===== config.mk =====
export PLATFORM = sky130hd
export DESIGN_NAME = conv_start_ctrl
export DESIGN_NICKNAME = d
export VERILOG_FILES = /design/src/rtl/conv_start_pkg.sv /design/src/rtl/conv_phase_gen.sv /design/src/rtl/conv_req_detect.sv /design/src/rtl/conv_seq_fsm.sv /design/src/rtl/conv_start_ctrl.sv
export SDC_FILE = /design/constraint.sdc
export NUM_CORES = 1
export LEC_CHECK = 0
export BUFFER_PORTS_ARGS = -buffer_cell sky130_fd_sc_hd__buf_2
export CAP_MARGIN = 15
export CORE_MARGIN = 10
export CORE_UTILIZATION = 55
export DETAILED_ROUTE_END_ITERATION = 8
export PLACE_DENSITY = 0.86
export SLEW_MARGIN = 10
export SYNTH_ARGS = -nofsm -noshare
export SYNTH_HDL_FRONTEND = slang
export SYNTH_SLANG_ARGS = --single-unit
export TNS_END_PERCENT = 20

===== constraint.sdc =====
create_clock -name clk_i -period 1.94 [get_ports clk_i]
set_input_delay 0.097 -clock clk_i [delete_from_list [all_inputs] [get_ports clk_i]]
set_output_delay 0.097 -clock clk_i [all_outputs]
set_load 0.02 [all_outputs]

===== src/rtl/conv_start_pkg.sv =====
package conv_start_pkg;
  typedef enum logic [1:0] {
    ST_IDLE = 2'd0,
    ST_ARM  = 2'd1,
    ST_CONV = 2'd2,
    ST_ACQ  = 2'd3
  } seq_state_e;
endpackage


===== src/rtl/conv_phase_gen.sv =====
module conv_phase_gen (
  input  logic clk_i,
  input  logic rst_ni,
  output logic mclk_o,
  output logic fall_edge_o
);
  logic mclk_q;

  always_ff @(posedge clk_i or negedge rst_ni) begin
    if (!rst_ni) mclk_q <= 1'b0;
    else         mclk_q <= ~mclk_q;
  end

  assign mclk_o      = mclk_q;
  // the current edge takes mclk high->low
  assign fall_edge_o = mclk_q;
endmodule


===== src/rtl/conv_req_detect.sv =====
module conv_req_detect (
  input  logic clk_i,
  input  logic rst_ni,
  input  logic pin_i,
  input  logic wr_i,
  input  logic wr_start_i,
  input  logic idle_i,
  input  logic busy_fall_i,
  output logic req_o,
  output logic sw_start_o
);
  logic pin_q;
  logic sw_q;
  logic pin_rise;
  logic sw_req;

  assign pin_rise = pin_i & ~pin_q;
  assign sw_req   = wr_i & wr_start_i;
  assign req_o    = pin_rise | sw_req;

  always_ff @(posedge clk_i or negedge rst_ni) begin
    if (!rst_ni) begin
      pin_q <= 1'b0;
      sw_q  <= 1'b0;
    end else begin
      pin_q <= pin_i;
      if (busy_fall_i)           sw_q <= 1'b0;
      else if (sw_req && idle_i) sw_q <= 1'b1;
    end
  end

  assign sw_start_o = sw_q;
endmodule


===== src/rtl/conv_seq_fsm.sv =====
module conv_seq_fsm
  import conv_start_pkg::*;
#(
  parameter int CONV_HALF = 33,
  parameter int CAL_HALF  = 80,
  parameter int ACQ_HALF  = 3
) (
  input  logic clk_i,
  input  logic rst_ni,
  input  logic req_i,
  input  logic fall_edge_i,
  output logic idle_o,
  output logic busy_o,
  output logic busy_fall_o,
  output logic cal_o,
  output logic done_o
);
  localparam int MAX_A = (CAL_HALF > CONV_HALF) ? CAL_HALF : CONV_HALF;
  localparam int MAX_H = (MAX_A > ACQ_HALF) ? MAX_A : ACQ_HALF;
  localparam int CW    = $clog2(MAX_H + 1);

  seq_state_e    state_q;
  logic [CW-1:0] cnt_q;
  logic          cal_q;
  logic          cal_used_q;
  logic          done_q;
  logic [CW-1:0] conv_load;

  assign conv_load   = cal_q ? CW'(CAL_HALF - 1) : CW'(CONV_HALF - 1);
  assign busy_fall_o = (state_q == ST_CONV) && (cnt_q == '0);

  always_ff @(posedge clk_i or negedge rst_ni) begin
    if (!rst_ni) begin
      state_q    <= ST_IDLE;
      cnt_q      <= '0;
      cal_q      <= 1'b0;
      cal_used_q <= 1'b0;
      done_q     <= 1'b0;
    end else begin
      done_q <= busy_fall_o;
      unique case (state_q)
        ST_IDLE: if (req_i) begin
          state_q <= ST_ARM;
          if (!cal_used_q) begin
            cal_q      <= 1'b1;
            cal_used_q <= 1'b1;
          end
        end
        ST_ARM: if (fall_edge_i) begin
          state_q <= ST_CONV;
          cnt_q   <= conv_load;
        end
        ST_CONV: begin
          if (cnt_q == '0) begin
            state_q <= ST_ACQ;
            cal_q   <= 1'b0;
            cnt_q   <= CW'(ACQ_HALF - 1);
          end else begin
            cnt_q <= cnt_q - 1'b1;
          end
        end
        ST_ACQ: begin
          if (cnt_q == '0) state_q <= ST_IDLE;
          else             cnt_q   <= cnt_q - 1'b1;
        end
        default: state_q <= ST_IDLE;
      endcase
    end
  end

  assign idle_o = (state_q == ST_IDLE);
  assign busy_o = (state_q == ST_ARM) || (state_q == ST_CONV);
  assign cal_o  = cal_q;
  assign done_o = done_q;
endmodule


===== src/rtl/conv_start_ctrl.sv =====
module conv_start_ctrl #(
  parameter int CONV_HALF = 33,
  parameter int CAL_HALF  = 80,
  parameter int ACQ_HALF  = 3
) (
  input  logic clk_i,
  input  logic rst_ni,
  input  logic conv_pin_i,
  input  logic reg_wr_i,
  input  logic reg_start_i,
  output logic mclk_o,
  output logic sw_start_o,
  output logic hold_o,
  output logic busy_o,
  output logic cal_o,
  output logic done_o
);
  logic fall_edge;
  logic req;
  logic idle;
  logic busy;
  logic busy_fall;

  conv_phase_gen u_phase (
    .clk_i       (clk_i),
    .rst_ni      (rst_ni),
    .mclk_o      (mclk_o),
    .fall_edge_o (fall_edge)
  );

  conv_req_detect u_req (
    .clk_i       (clk_i),
    .rst_ni      (rst_ni),
    .pin_i       (conv_pin_i),
    .wr_i        (reg_wr_i),
    .wr_start_i  (reg_start_i),
    .idle_i      (idle),
    .busy_fall_i (busy_fall),
    .req_o       (req),
    .sw_start_o  (sw_start_o)
  );

  conv_seq_fsm #(
    .CONV_HALF (CONV_HALF),
    .CAL_HALF  (CAL_HALF),
    .ACQ_HALF  (ACQ_HALF)
  ) u_seq (
    .clk_i       (clk_i),
    .rst_ni      (rst_ni),
    .req_i       (req),
    .fall_edge_i (fall_edge),
    .idle_o      (idle),
    .busy_o      (busy),
    .busy_fall_o (busy_fall),
    .cal_o       (cal_o),
    .done_o      (done_o)
  );

  assign busy_o = busy;
  assign hold_o = busy;
endmodule


==> results of run 1 <==
[registers in the layout, summed over array words and instances (netlist names)]
name	cells
u_req.sw_start_o	1
u_seq.cal_used_q	1
u_seq.done_o	1
u_seq.cnt_q	7
u_seq.cal_o	1
u_seq.state_q	2
u_req.pin_q	1
u_phase.fall_edge_o	1
[power by group]
group / internal, mW / switching, mW / leakage (nW)
Clock: 0.0798 / 0.104 / 0.0150
Combinational: 0.574 / 0.686 / 0.308
Sequential: 0.415 / 0.116 / 0.182
Total: 1.07 / 0.906 / 0.505
[cells by family after synthesis]
family                     synth area share, %
AOI/OAI and AO/OA                         26.2
adders and majority gates                 8.41
buffers and inverters                     5.05
DFF                                       42.1
muxes                                     1.26
and+or+nand+nor                           17.0
[routing by layer]
metal	up-vias	part of all wire (%)
met5	-	0
met4	0	2.1
met3	6	5.6
met2	35	48
met1	371	45
li1	374	-
[per-stage QoR]
step                      instances  cell area [um2]  power [mW]  setup WS (ns)  hold slack (ns)
after floorplan                  90              892        1.36          0.221           -0.199
after global placement          118              981        1.61          0.151           0.0116
after detailed placement        118              981        1.66         0.0184           0.0178
after CTS                       124             1030        1.85         0.0122           0.0921
after global routing            126             1060        2.11        -0.0298            0.118
final                           126             1060        1.97         0.0584           0.0880
[Yosys cell counts (2+ instances only)]
master and instances:
sky130_fd_sc_hd__ha_1 6, sky130_fd_sc_hd__dfrtp_1 15, sky130_fd_sc_hd__a311oi_2 2, sky130_fd_sc_hd__nor2_1 5, sky130_fd_sc_hd__inv_1 9, sky130_fd_sc_hd__a21oi_1 4, sky130_fd_sc_hd__nand2_1 7, sky130_fd_sc_hd__nand3_1 2
sky130_fd_sc_hd__a31oi_1 4, sky130_fd_sc_hd__a22o_1 3, sky130_fd_sc_hd__o22ai_1 2, sky130_fd_sc_hd__o21ai_0 4
[cell type report]
class | count | area [um2] | area share, %
inverters | 9 | 33.8 | 3.19
multi-input cells | 64 | 489 | 46.2
clock buffers | 4 | 26.3 | 2.48
flip-flops and latches | 15 | 375 | 35.4
well taps | 16 | 20.0 | 1.89
repair buffers | 18 | 115 | 10.9
[final timing paths]
path | from | endpoint | slack, ns | cells past startpoint
worst max-delay path | u_seq.cnt_q[0] | u_seq.state_q[1] | 0.06 | 6
worst min-delay path | reg_start_i | u_req.sw_start_o | 0.09 | 3
worst max register to register | u_seq.cnt_q[0] | u_seq.state_q[1] | 0.06 | 6
worst min register to register | u_phase.fall_edge_o | u_phase.fall_edge_o | 0.45 | 1
max in group asynchronous | rst_ni | u_seq.cnt_q[5] | 1.44 | 2
min in group asynchronous | rst_ni | u_req.sw_start_o | 0.24 | 2
[critical path: cells and delay by family (launching register included)]
family	cells	cell delay, ns
buf+inv	1	0.11
simple gates	1	0.33
compound gates	2	0.44
fa+ha+maj	1	0.14
flops	1	0.41
mux	1	0.34
[what timing repair did]
action,4_1_cts,5_1_grt
buffers inserted,0,2
resized for setup,0,7
hold buffers,2,0
hold endpoints to repair,16,0
endpoints found under the setup margin,0,3
[cell usage in the layout, fill, tap and decap left out, types with 2 or more instances in the layout]
master and n:
sky130_fd_sc_hd__buf_4 6, sky130_fd_sc_hd__ha_1 5, sky130_fd_sc_hd__inv_2 2, sky130_fd_sc_hd__a21oi_1 4, sky130_fd_sc_hd__a31oi_1 4, sky130_fd_sc_hd__buf_2 10, sky130_fd_sc_hd__clkbuf_4 3, sky130_fd_sc_hd__o21ai_0 4
sky130_fd_sc_hd__a311oi_2 2, sky130_fd_sc_hd__nand3_1 2, sky130_fd_sc_hd__inv_1 7, sky130_fd_sc_hd__nand2_1 7, sky130_fd_sc_hd__dfrtp_1 15, sky130_fd_sc_hd__a22o_1 3, sky130_fd_sc_hd__o22ai_1 2, sky130_fd_sc_hd__dlygate4sd3_1 2
sky130_fd_sc_hd__nor2_1 5
==> load_flow_metrics.sql, run 1 <==
INSERT INTO impl_metrics (metric_group, metric, value, unit) VALUES
('place', 'gp_congestion', '0.831', ''),
('global_route', 'maximum_number_of_pins_on_one_net_before_global_route_repair', '16', ''),
('routing', 'route.vias.total', '786', ''),
('final_layout', 'num_antenna_cells', '0', ''),
('cts', 'clk_transition_reported_paths', '0.10', 'ns'),
('synthesis', 'synth_enable_flop_cells', '0', ''),
('synthesis', 'per_instance_average_area_after_synthesis', '9.91', 'um2'),
('global_route', 'globalRoute.busiestLayer', 'met2', ''),
('routing', 'drt_pass1_iterations', '4', ''),
('synthesis', 'post_synth_instance_area', '892', 'um2'),
('global_route', 'grt_pass1_vias', '775', ''),
('cts', 'cts_num_sinks', '15', ''),
('cts', 'htree_levels', '1', ''),
('global_route', 'grt_first_pass_wirelength', '3510', 'um'),
('floorplan', 'core_region_area', '1520', 'um2'),
('floorplan', 'placement_rows', '14', ''),
('worst_setup_path', 'crit_type', 'reg -> reg', ''),
('place', 'port-buffer-count', '10', ''),
('routing', 'detail_route.iter0.violations', '32', ''),
('floorplan', 'top_level_ports', '11', ''),
('cts', 'clockRootBuffer', 'sky130_fd_sc_hd__clkbuf_4', ''),
('synthesis', 'synth_async_reset_ratio', '100', '%'),
('global_route', 'use_met3', '3.39', '%'),
('worst_setup_path', 'crit_arrival', '2.05', 'ns'),
('worst_setup_path', 'max_stage_delay', '0.41', 'ns'),
('worst_setup_path', 'path_max_fanout', '6', ''),
('routing', 'vias_per_cell', '6.24', ''),
('routing', 'post_drt_wl_per_cell', '16.7', 'um'),
('power_and_ir_drop', 'peakVddDrop', '0.00120', 'V'),
('synthesis', 'number_of_library_cell_types_mapped_by_synthesis', '39', ''),
('flow_run', 'cap_viol_max_count', '0', ''),
('global_route', 'gr-usage-met1', '14.2', '%'),
('synthesis', 'postSynthCellCount', '90', ''),
('power_and_ir_drop', 'leakagePower', '0.505', 'nW'),
('global_route', 'gr-total-overflow', '0', ''),
('sta', 'timing.setup.tns', '0', 'ns'),
('floorplan', 'die_w', '60.3', 'um'),
('global_route', 'track_usage', '12.4', '%'),
('outcome', 'status', 'completed', ''),
('global_route', 'antenna_found_initial', '0', ''),
('final_layout', 'finish.utilization', '69.5', '%'),
('final_layout', 'final_layout_size_suffix_gt1_share', '27.3', '%'),
('worst_setup_path', 'worst_ep_required_time', '2.11', 'ns'),
('synthesis', 'synth_top_area_share', '42.1', '%'),
('sta', 'layout_worst_path_cycle_share', '97.0', '%'),
('routing', 'remaining_number_of_nets_flagged_by_the_antenna_check_after_routing', '0', ''),
('floorplan', 'initial_utilization', '58.5', '%'),
('routing', 'post-route-drc-count', '0', ''),
('global_route', 'grt_use_met2', '21.3', '%'),
('sta', 'slew_violations', '0', ''),
('synthesis', 'synth_top_flop_cell', 'sky130_fd_sc_hd__dfrtp_1', ''),
('final_layout', 'finish.net_count', '122', ''),
('cts', 'clock_tree_from_tritoncts', 'built', ''),
('sta', 'fmax', '531', 'MHz'),
('cts', 'numCtsBuffers', '3', ''),
('power_and_ir_drop', 'power_per_cell_area', '1860', 'nW/um2'),
('worst_setup_path', 'end_kind', 'register', ''),
('worst_setup_path', 'crit_path_start_kind', 'register', ''),
('cts', 'clockBufferDepth', '2', ''),
('synthesis', 'syn_nets', '101', ''),
('synthesis', 'synthDominantAreaCellType', 'sky130_fd_sc_hd__dfrtp_1', ''),
('sta', 'timing_hold_violations_final', '0', ''),
('place', 'place_hpwl', '1530', 'um'),
('sta', 'final_worst_path_period_need', '1.88', 'ns'),
('sta', 'final-setup-viol-count', '0', ''),
('synthesis', 'synth_sequential_area_ratio', '42.1', '%'),
('routing', 'route.final.wire_length', '2100', 'um'),
('synthesis', 'ys_seq_elements', '15', ''),
('min_path', 'holdCritPathClass', 'in -> reg', ''),
('worst_setup_path', 'timing.critical_path.slowest_stage_cell', 'sky130_fd_sc_hd__dfrtp_1', ''),
('final_layout', 'syn2layout_area_growth', '18.8', '%'),
('final_layout', 'filler_cell_count', '100', ''),
('floorplan', 'fp.dieArea', '3630', 'um2'),
('sta', 'slew-limit-headroom', '71.4', '%'),
('cts', 'worstSkewPairLatency', '0.29', 'ns'),
('sta', 'max_slew.worst_pin.slew', '0.428', 'ns'),
('sta', 'finClkSkew', '0.00977', 'ns'),
('floorplan', 'die_boundary_height', '60.3', 'um'),
('synthesis', 'netlist_top_cells_area', 'sky130_fd_sc_hd__dfrtp_1 42%, sky130_fd_sc_hd__ha_1 8.4%, sky130_fd_sc_hd__inv_1 3.8%, sky130_fd_sc_hd__a311oi_2 3.4%, sky130_fd_sc_hd__nand2_1 2.9%', ''),
('synthesis', 'yosys_warnings', '0', ''),
('worst_setup_path', 'cp_cell_sequence', 'inv_2 -> ha_4 -> nor4b_4 -> a21oi_2 -> a311oi_2 -> mux2_4', '');
(Power assumes the default switching activity.)
==> run 2: changes to the inputs <==
MAX_ROUTING_LAYER = met4   (was not set)
==> run 2 against run 1 <==
  * Die area stayed put
  * Highest routed layer unchanged
  * Maximum frequency is 0.22% higher
  * Global-route usage is 0.30 points higher
  * Routed wire length hardly changed
  * Critical endpoint unchanged
==> load_flow_metrics.sql, run 2 (synthesis results as in run 1) <==
INSERT INTO impl_metrics (metric_group, metric, value, unit) VALUES
('worst_setup_path', 'worst_setup_path_startpoint', 'u_seq.cnt_q[0]', ''),
('global_route', 'track_usage', '12.7', '%'),
('flow_run', 'cap_viol_max_count', '0', ''),
('worst_setup_path', 'crit_path_start_kind', 'register', ''),
('place', 'postPlaceCellArea', '981', 'um2'),
('final_layout', 'layout.cells.most_common', 'sky130_fd_sc_hd__dfrtp_1', ''),
('sta', 'slew_violations', '0', ''),
('cts', 'clk_transition_reported_paths', '0.09', 'ns'),
('routing', 'route.final.wire_length', '2100', 'um'),
('worst_setup_path', 'crit_type', 'reg -> reg', ''),
('final_layout', 'fin_area', '1060', 'um2'),
('cts', 'clock_tree_from_tritoncts', 'built', ''),
('final_layout', 'largest_register_ffs', '7', ''),
('sta', 'timing_hold_violations_final', '0', ''),
('global_route', 'gr-total-overflow', '0', ''),
('power_and_ir_drop', 'share_seq_of_total_power', '27.0', '%'),
('outcome', 'status', 'completed', ''),
('min_path', 'holdCritPathClass', 'in -> reg', ''),
('cts', 'htree_levels', '1', ''),
('floorplan', 'placement_rows', '14', ''),
('final_layout', 'final_layout_size_suffix_gt1_share', '27.3', '%'),
('global_route', 'maximum_number_of_pins_on_one_net_before_global_route_repair', '16', ''),
('floorplan', 'die_w', '60.3', 'um'),
('power_and_ir_drop', 'totalPowerFinal', '1.97', 'mW'),
('sta', 'max_slew.worst_pin.slew', '0.418', 'ns'),
('power_and_ir_drop', 'power.combinational.fraction', '63.8', '%'),
('floorplan', 'core_region_area', '1520', 'um2'),
('final_layout', 'syn2layout_area_growth', '18.8', '%'),
('sta', 'layout_worst_path_cycle_share', '96.8', '%'),
('sta', 'final-setup-viol-count', '0', ''),
('power_and_ir_drop', 'peakVddDrop', '0.00120', 'V'),
('routing', 'post_drt_wl_per_cell', '16.7', 'um'),
('global_route', 'grt_first_pass_wirelength', '3490', 'um'),
('place', 'gp_congestion', '0.844', ''),
('worst_setup_path', 'end_kind', 'register', ''),
('worst_setup_path', 'worst_ep_required_time', '2.11', 'ns'),
('routing', 'post-route-drc-count', '0', ''),
('final_layout', 'post_layout_nonfiller_instances', '126', ''),
('power_and_ir_drop', 'power.switching_fraction', '45.8', '%'),
('cts', 'cts_num_sinks', '15', ''),
('power_and_ir_drop', 'p_clk_share', '9.3', '%'),
('sta', 'slew-limit-headroom', '72.1', '%'),
('min_path', 'min_from', 'reg_start_i', ''),
('final_layout', 'num_antenna_cells', '0', ''),
('sta', 'finClkSkew', '0.00249', 'ns'),
('final_layout', 'finish.utilization', '69.5', '%'),
('global_route', 'antenna_found_initial', '0', ''),
('global_route', 'grt_pass1_vias', '777', ''),
('sta', 'final_worst_path_period_need', '1.88', 'ns'),
('cts', 'clockBufferDepth', '2', ''),
('routing', 'drt_pass1_iterations', '4', ''),
('floorplan', 'top_level_ports', '11', ''),
('final_layout', 'layout.cells.most_common_list', '15 x sky130_fd_sc_hd__dfrtp_1, 10 x sky130_fd_sc_hd__buf_2, 7 x sky130_fd_sc_hd__inv_1, 7 x sky130_fd_sc_hd__nand2_1, 6 x sky130_fd_sc_hd__buf_4', ''),
('place', 'dp_cells', '118', ''),
('final_layout', 'largestRegisters', 'u_seq.cnt_q: 7 flops, u_seq.state_q: 2 flops', ''),
('power_and_ir_drop', 'leakagePower', '0.505', 'nW'),
('power_and_ir_drop', 'power_per_cell_area', '1860', 'nW/um2'),
('place', 'place_worst_setup_slack', '0.0184', 'ns'),
('routing', 'vias_per_cell', '6.33', ''),
('cts', 'worstSkewPairLatency', '0.28', 'ns'),
('floorplan', 'fp.dieArea', '3630', 'um2'),
('cts', 'numCtsBuffers', '3', ''),
('cts', 'clockRootBuffer', 'sky130_fd_sc_hd__clkbuf_4', ''),
('final_layout', 'largest-register', 'u_seq.cnt_q', ''),
('place', 'place_hpwl', '1530', 'um'),
('place', 'port-buffer-count', '10', ''),
('sta', 'fmax', '533', 'MHz'),
('floorplan', 'die_boundary_height', '60.3', 'um'),
('worst_setup_path', 'r2r_start', 'u_seq.cnt_q[0]', ''),
('power_and_ir_drop', 'internal_power', '1.07', 'mW'),
('routing', 'detail_route.iter0.violations', '29', ''),
('routing', 'route.vias.total', '797', ''),
('final_layout', 'finish.net_count', '122', ''),
('floorplan', 'initial_utilization', '58.5', '%'),
('routing', 'remaining_number_of_nets_flagged_by_the_antenna_check_after_routing', '0', ''),
('power_and_ir_drop', 'power.net_switching', '0.902', 'mW'),
('worst_setup_path', 'crit_arrival', '2.05', 'ns'),
('sta', 'final_critical_path_setup_slack', '0.0625', 'ns'),
('worst_setup_path', 'path_max_fanout', '6', '');
==> run 2: cell type report <==
type,instances,area [um2]
flip-flops and latches,15,375
repair buffers,18,115
well taps,16,20.0
clock buffers,4,26.3
multi-input cells,64,489
inverters,9,33.8
fillers,100,464
==> run 2: power by group through the flow <==
stage	clock [mW]	combinational [mW]	sequential [mW]
2_1_floorplan	0	0.841	0.517
3_3_place_gp	0	1.09	0.517
3_5_place_dp	0	1.13	0.526
4_1_cts	0.183	1.15	0.521
5_1_grt	0.192	1.37	0.540
6_report	0.182	1.26	0.532
==> run 2: what timing repair did <==
item / CTS / global route
endpoints found under the setup margin: 0 / 3
endpoints found under the hold margin: 16 / 0
hold buffers: 2 / 0
gates resized for setup: 0 / 7
buffers inserted: 0 / 2
==> run 2: stage by stage <==
step,TNS (ns),hold WS (ns)
5_1_grt,-0.00423,0.121
3_5_place_dp,0,0.0178
4_1_cts,0,0.0921
3_3_place_gp,0,0.0116
6_report,0,0.0905
2_1_floorplan,0,-0.199
==> run 2: layer usage <==
metal	wire, um	up-vias	GRT usage (%)
li1	-	374	-
met1	882	370	13.9
met2	1020	43	21.5
met3	148	10	3.39
met4	56	0	4.17
met5	0	-	-
==> run 2: worst max-delay path: stages (launching register included) <==
cell and delay (ns):
sky130_fd_sc_hd__dfrtp_1 0.41, sky130_fd_sc_hd__inv_2 0.11, sky130_fd_sc_hd__ha_4 0.14, sky130_fd_sc_hd__nor4b_4 0.33, sky130_fd_sc_hd__a21oi_2 0.12, sky130_fd_sc_hd__a311oi_2 0.32, sky130_fd_sc_hd__mux2_4 0.34
==> run 2: worst paths after layout <==
check                                       to  slack [ns]  cells after the start
min in group asynchronous     u_seq.cal_used_q        0.24                      2
max in group asynchronous       u_seq.cnt_q[5]        1.45                      2
setup / recovery              u_seq.state_q[1]        0.06                      6
hold / removal                u_req.sw_start_o        0.09                      3
hold reg to reg            u_phase.fall_edge_o        0.45                      1
setup reg to reg              u_seq.state_q[1]        0.06                      6
